--- config.mk ---
export PLATFORM = sky130hd
export DESIGN_NAME = wave_timer
export DESIGN_NICKNAME = d
export VERILOG_FILES = /design/src/rtl/wt_pkg.sv /design/src/rtl/wt_prescaler.sv /design/src/rtl/wt_counter.sv /design/src/rtl/wt_out_action.sv /design/src/rtl/wave_timer.sv
export SDC_FILE = /design/constraint.sdc
export NUM_CORES = 1
export LEC_CHECK = 0
export ABC_CLOCK_PERIOD_IN_PS = 3300
export CAP_MARGIN = 20
export CORE_MARGIN = 10
export CORE_UTILIZATION = 35
export CTS_CLUSTER_DIAMETER = 120
export DETAILED_ROUTE_END_ITERATION = 10
export HOLD_SLACK_MARGIN = 0.05
export PLACE_DENSITY_LB_ADDON = 0.05
export SLEW_MARGIN = 20
export SYNTH_ARGS = -nofsm -noshare
export SYNTH_HDL_FRONTEND = slang
export SYNTH_HIERARCHICAL = 1
export SYNTH_SLANG_ARGS = --single-unit
--- constraint.sdc ---
create_clock -name clk -period 3.3 [get_ports clk]
set_input_delay 0.33 -clock clk [delete_from_list [all_inputs] [get_ports clk]]
set_output_delay 0.33 -clock clk [all_outputs]
set_load 0.01 [all_outputs]
--- src/rtl/wt_pkg.sv ---
package wt_pkg;
  typedef enum logic [1:0] {
    ACT_NONE = 2'd0,
    ACT_SET  = 2'd1,
    ACT_CLR  = 2'd2,
    ACT_KEEP = 2'd3
  } act_e;

  typedef struct packed {
    act_e sw;
    act_e per;
    act_e duty;
  } out_cfg_t;

  localparam int SEL_W = 3;

  typedef struct packed {
    out_cfg_t         b;
    out_cfg_t         a;
    logic [SEL_W-1:0] sel;
  } mode_t;

  localparam int MODE_W = $bits(mode_t);

  localparam logic [2:0] ADDR_MODE   = 3'd0;
  localparam logic [2:0] ADDR_DUTY_A = 3'd1;
  localparam logic [2:0] ADDR_DUTY_B = 3'd2;
  localparam logic [2:0] ADDR_PERIOD = 3'd3;
  localparam logic [2:0] ADDR_CMD    = 3'd4;

  localparam int CMD_ON   = 0;
  localparam int CMD_OFF  = 1;
  localparam int CMD_TRIG = 2;
endpackage

--- src/rtl/wt_prescaler.sv ---
module wt_prescaler #(
  parameter int NUM_DIV = 4,
  parameter int STEP    = 2,
  parameter int SEL_W   = 3
) (
  input  logic             clk,
  input  logic             rst_n,
  input  logic             slow_tick,
  input  logic [SEL_W-1:0] sel,
  output logic             tick
);
  localparam int PRE_W = 1 + STEP * (NUM_DIV - 1);
  localparam int IDX_W = (NUM_DIV > 1) ? $clog2(NUM_DIV) : 1;

  logic [PRE_W-1:0]   pre_q, pre_d;
  logic [NUM_DIV-1:0] taps;

  always_comb pre_d = pre_q + PRE_W'(1);

  always_ff @(posedge clk or negedge rst_n) begin
    if (!rst_n) pre_q <= '0;
    else        pre_q <= pre_d;
  end

  // Division k ticks when the low 1+STEP*k prescaler bits are all ones.
  for (genvar k = 0; k < NUM_DIV; k++) begin : g_tap
    localparam int HI = STEP * k;
    assign taps[k] = &pre_q[HI:0];
  end

  always_comb begin
    tick = slow_tick;
    if (int'(sel) < NUM_DIV) tick = taps[sel[IDX_W-1:0]];
  end
endmodule

--- src/rtl/wt_counter.sv ---
module wt_counter #(
  parameter int CNT_W = 16
) (
  input  logic             clk,
  input  logic             rst_n,
  input  logic             tick,
  input  logic             run,
  input  logic             trig,
  input  logic [CNT_W-1:0] period,
  output logic [CNT_W-1:0] count,
  output logic             adv,
  output logic             wrap
);
  logic [CNT_W-1:0] cnt_d;

  assign adv  = run & tick;
  assign wrap = adv & (count == period);

  always_comb begin
    cnt_d = count;
    if (trig)      cnt_d = '0;
    else if (wrap) cnt_d = '0;
    else if (adv)  cnt_d = count + CNT_W'(1);
  end

  always_ff @(posedge clk or negedge rst_n) begin
    if (!rst_n) count <= '0;
    else        count <= cnt_d;
  end
endmodule

--- src/rtl/wt_out_action.sv ---
module wt_out_action
  import wt_pkg::*;
#(
  parameter int CNT_W = 16
) (
  input  logic             clk,
  input  logic             rst_n,
  input  logic             adv,
  input  logic             wrap,
  input  logic             trig,
  input  logic [CNT_W-1:0] count,
  input  logic [CNT_W-1:0] duty,
  input  out_cfg_t         cfg,
  output logic             out
);
  logic hit, out_d;

  function automatic logic apply(input act_e act, input logic cur);
    case (act)
      ACT_SET: apply = 1'b1;
      ACT_CLR: apply = 1'b0;
      default: apply = cur;
    endcase
  endfunction

  assign hit = adv & (count == duty);

  // Trigger beats period compare, period compare beats duty compare.
  always_comb begin
    out_d = out;
    if (trig)      out_d = apply(cfg.sw, out);
    else if (wrap) out_d = apply(cfg.per, out);
    else if (hit)  out_d = apply(cfg.duty, out);
  end

  always_ff @(posedge clk or negedge rst_n) begin
    if (!rst_n) out <= 1'b0;
    else        out <= out_d;
  end
endmodule

--- src/rtl/wave_timer.sv ---
module wave_timer
  import wt_pkg::*;
#(
  parameter int CNT_W    = 16,
  parameter int NUM_DIV  = 4,
  parameter int DIV_STEP = 2
) (
  input  logic             clk,
  input  logic             rst_n,
  input  logic             slow_tick,
  input  logic             wr_en,
  input  logic [2:0]       wr_addr,
  input  logic [CNT_W-1:0] wr_data,
  output logic             out_a,
  output logic             out_b,
  output logic [CNT_W-1:0] count_o
);
  localparam int NUM_CMP = 3;
  localparam int PER_IDX = 2;

  mode_t            mode_q, mode_d;
  logic [CNT_W-1:0] cmp_q [NUM_CMP];
  logic [CNT_W-1:0] cmp_d [NUM_CMP];
  logic             run_q, run_d;
  logic             sw_trig, tick, adv, wrap;
  logic [1:0]       outs;

  always_comb begin
    mode_d  = mode_q;
    run_d   = run_q;
    sw_trig = 1'b0;
    for (int i = 0; i < NUM_CMP; i++) cmp_d[i] = cmp_q[i];
    if (wr_en) begin
      case (wr_addr)
        ADDR_MODE:   mode_d = mode_t'(wr_data[MODE_W-1:0]);
        ADDR_DUTY_A: cmp_d[0] = wr_data;
        ADDR_DUTY_B: cmp_d[1] = wr_data;
        ADDR_PERIOD: cmp_d[PER_IDX] = wr_data;
        ADDR_CMD: begin
          sw_trig = wr_data[CMD_TRIG];
          if (wr_data[CMD_OFF])     run_d = 1'b0;
          else if (wr_data[CMD_ON]) run_d = 1'b1;
        end
        default: ;
      endcase
    end
  end

  always_ff @(posedge clk or negedge rst_n) begin
    if (!rst_n) begin
      mode_q <= '0;
      run_q  <= 1'b0;
      for (int i = 0; i < NUM_CMP; i++) cmp_q[i] <= '0;
    end else begin
      mode_q <= mode_d;
      run_q  <= run_d;
      for (int i = 0; i < NUM_CMP; i++) cmp_q[i] <= cmp_d[i];
    end
  end

  wt_prescaler #(.NUM_DIV(NUM_DIV), .STEP(DIV_STEP), .SEL_W(SEL_W)) u_pre (
    .clk       (clk),
    .rst_n     (rst_n),
    .slow_tick (slow_tick),
    .sel       (mode_q.sel),
    .tick      (tick)
  );

  wt_counter #(.CNT_W(CNT_W)) u_cnt (
    .clk    (clk),
    .rst_n  (rst_n),
    .tick   (tick),
    .run    (run_q),
    .trig   (sw_trig),
    .period (cmp_q[PER_IDX]),
    .count  (count_o),
    .adv    (adv),
    .wrap   (wrap)
  );

  for (genvar k = 0; k < 2; k++) begin : g_out
    out_cfg_t cfg;
    assign cfg = (k == 0) ? mode_q.a : mode_q.b;
    wt_out_action #(.CNT_W(CNT_W)) u_act (
      .clk   (clk),
      .rst_n (rst_n),
      .adv   (adv),
      .wrap  (wrap),
      .trig  (sw_trig),
      .count (count_o),
      .duty  (cmp_q[k]),
      .cfg   (cfg),
      .out   (outs[k])
    );
  end

  assign out_a = outs[0];
  assign out_b = outs[1];
endmodule

==> results by group <==
Worst setup path
  • Top fanout value on the critical path: 8
  • Critical path cell sequence: ha_1 -> and3_2 -> ha_1 -> and2b_1 -> nor3b_1 -> a211oi_2 -> nand2_1 -> inv_1 -> nand2b_1 -> nor2_2 -> nor2_1 -> a21oi_1 -> o21ai_0 -> a211oi_1 -> mux2i_1
  • Crit path top cell by count: ha_1
  • CP max stage delay: 0.38 ns
  • Data required, critical path: 3.52 ns
  • Worst setup EP type: register
  • CP max stage cell: dfrtp_1
  • Crit path from: u_pre/pre_q[0]
  • Worst EP arrival: 3.05 ns
  • Startpoint Class: register
  • CP top delay family: simple AND/OR/NAND/NOR gates
  • CP Buf/Inv Count: 1
  • Class of the most critical setup path: register to register
  • Reg-to-reg startpoint: u_pre/pre_q[0]

Synth
  • FFs w/ async S/R, synth: 100%
  • Sequential area share after synthesis: 49.6%
  • Number of synthesized flops with an enable pin: 0
  • Prevailing post-synth register cell: dfrtp_1
  • Synthesized area per cell: 12.4 µm²
  • Synth Cell Area: 4490 µm²
  • Flops & latches, synth: 89
  • Post-synth top area share: 49.6%
  • Yosys Warn Count: 6
  • Yosys cell types: 45
  • Post-Syn Instances: 361
  • Top cells by area, synth: dfrtp_1 50%, mux2_2 11%, xnor2_1 6.2%, xor2_1 6.2%, mux2_4 3.3%
  • Area leader, netlist: dfrtp_1
  • Post-Syn Nets: 392

Timing
  • Unrepaired setup endpoints after global routing: no
  • Rel. slew slack: 55.9%
  • Final min period: 2.82 ns
  • Hold Slack: 0.467 ns
  • Final setup viols: 0
  • Clock Skew: 0.00775 ns
  • Tcrit/Tclk final: 85.6%
  • Max Slew Vio Count: 0
  • Sum of negative setup slack: 0 ns
  • Worst-Margin Slew: 0.662 ns
  • Fmax: 354 MHz
  • Final Hold Vio Count: 0

Power and ir drop
  • Cell leakage power: 2.32 nW
  • Cell Pwr Density: 613 nW/µm²
  • VDD IR max: 0.193 mV

Die
  • Initial Util: 35.7%
  • Die H: 133 µm
  • Die ar.: 17800 µm²
  • Num ports: 41
  • CORE AREA: 12600 µm²
  • Rows: 41
  • Die Wd: 133 µm

Detailed routing
  • Via count: 2904
  • DR iter-0 viols: 142
  • Final WL: 11300 µm
  • Top sig layer: met4
  • Met2 WL: 5240 µm
  • DRC viols: 0
  • Drt wl/cell: 18.9 µm
  • Pre-antenna DRT Iters: 4
  • Metal3 WL: 395 µm
  • Avg Vias per Cell: 4.89
  • Routed Antenna Nets: 0
  • Metal-1 WL: 5460 µm

CTS
  • CTS clk-pin slew, worst paths: 0.06 ns
  • CTS tree: done
  • H-tree levels: 3
  • CTS Buf Count: 9
  • Clock sinks: 89
  • Max clock buf depth: 2
  • Worst-skew pair later-pin latency: 0.34 ns
  • Root Buffer: clkbuf_16

Min path
  • Min-delay src: u_pre/pre_q[5]
  • Hold crit path type: register to register

Place
  • Port bufs: 40
  • Routability cong.: 0.845
  • Placed instance area: 5140 µm²
  • Dpl hpwl: 8190 µm

Final layout
  • Number of diodes: 0
  • Share of layout cells above drive strength 1: 22.5%
  • Nets: 448
  • Finished Cell Area: 5490 µm²
  • Layout area overhead: 22.2%

Global route
  • First-pass GRT wire length: 18000 µm
  • Vias in the first global route: 3077
  • Global-route usage over all layers: 13.0%
  • Initial antenna violation count: 0
  • Largest net degree at the start of global routing: 90
  • Total congestion overflow: 0

Run status
  • Status: finished clean

Run
  • Max-Cap Viols: 0
==> cell families after synthesis <==
| kind of cell | share of synthesized area (%) |
|---|---|
| flops | 49.6 |
| simple gates | 12.6 |
| fa+ha+maj | 2.67 |
| xor+xnor | 12.5 |
| buf+inv | 2.28 |
| compound gates | 3.32 |
| mux | 17.1 |
==> through the flow <==
| stage | setup WS [ns] | power (mW) | std cells | util, % |
|---|---|---|---|---|
| after floorplan | 0.634 | 1.94 | 361 | - |
| after global placement | 0.348 | 2.27 | 577 | 40.9 |
| after CTS | 0.138 | 3.41 | 594 | 43.6 |
| final | 0.476 | 3.36 | 594 | 43.7 |
| after detailed placement | 0.150 | 2.27 | 577 | 40.9 |
| after global routing | 0.146 | 3.55 | 594 | 43.7 |
==> area by class of cell <==
type | count | area [µm²]
clock buffer | 14 | 264
clock inverter | 2 | 60.1
fill | 1209 | 7080
inverter | 9 | 33.8
multi-input combinational | 256 | 2180
sequential | 89 | 2230
tap | 172 | 215
timing repair buffer | 52 | 503
==> path summary, 6_finish.rpt <==
kind                                      endpoint  depth (start not counted)  slack [ns]
max in group asynchronous                cmp_q[16]                          3        2.32
worst min register to register      u_pre/pre_q[5]                          1        0.47
worst max register to register  g_out[1].u_act/out                         15        0.48
worst min-delay path                u_pre/pre_q[5]                          1        0.47
min in group asynchronous                cmp_q[31]                          3        0.54
worst max-delay path            g_out[1].u_act/out                         15        0.48
==> cells in the mapped netlist (2+ instances only) <==
cell	number
nor3b_1	5
and3_1	4
dfrtp_1	89
mux2_2	44
ha_1	8
nand4b_1	2
xnor2_1	32
nand4_2	2
nand3_1	8
nor4_2	2
nand4_1	9
o21ai_0	4
a211oi_1	5
mux2_4	10
buf_6	5
inv_1	9
nor4_1	7
a21oi_1	10
and4bb_2	2
xor2_1	32
nand2_1	12
mux2_1	9
nor2_1	27
maj3_1	2
mux2i_1	2
==> layout by cell type (no fill, tap or decap), types with 3 or more instances in the layout <==
cell,n
clkbuf_1,3
mux2_2,44
buf_4,11
a211oi_1,4
xor2_1,32
inv_1,9
mux2_1,9
o21ai_0,4
clkbuf_16,9
nand2_1,12
dfrtp_1,89
xnor2_1,32
nor4_1,7
mux2_4,10
nor3b_1,5
ha_1,8
clkdlybuf4s50_1,39
a21oi_1,10
nor2_1,26
nand3_1,8
and3_1,4
nand4_1,9
==> power breakdown <==
group	switching (mW)	internal (mW)	leakage, nW
sequential	0.182	1.29	1.10
combinational	0.351	0.416	1.07
clock	0.414	0.706	0.157
==> state kept, by name (all words and copies together), names as in the netlist <==
name / flops
u_pre/pre_q: 7
mode_q: 3
u_cnt/count: 16
cmp_q: 48
g_out.cfg: 12
g_out.u_act/out: 2
run_q: 1
==> timing repair <==
action,in CTS,in global routing
hold buffers,1,0
setup endpoints to repair,0,2
endpoints found under the hold margin,4,0
setup buffers,0,0
resized for setup,0,2
==> routing by layer <==
metal	vias to the layer above	track usage [%]
met3	12	2.52
met2	55	20.4
met4	0	5.26
met5	-	0
li1	1383	-
met1	1454	17.3
No activity file was read; power rests on OpenSTA's default activity.
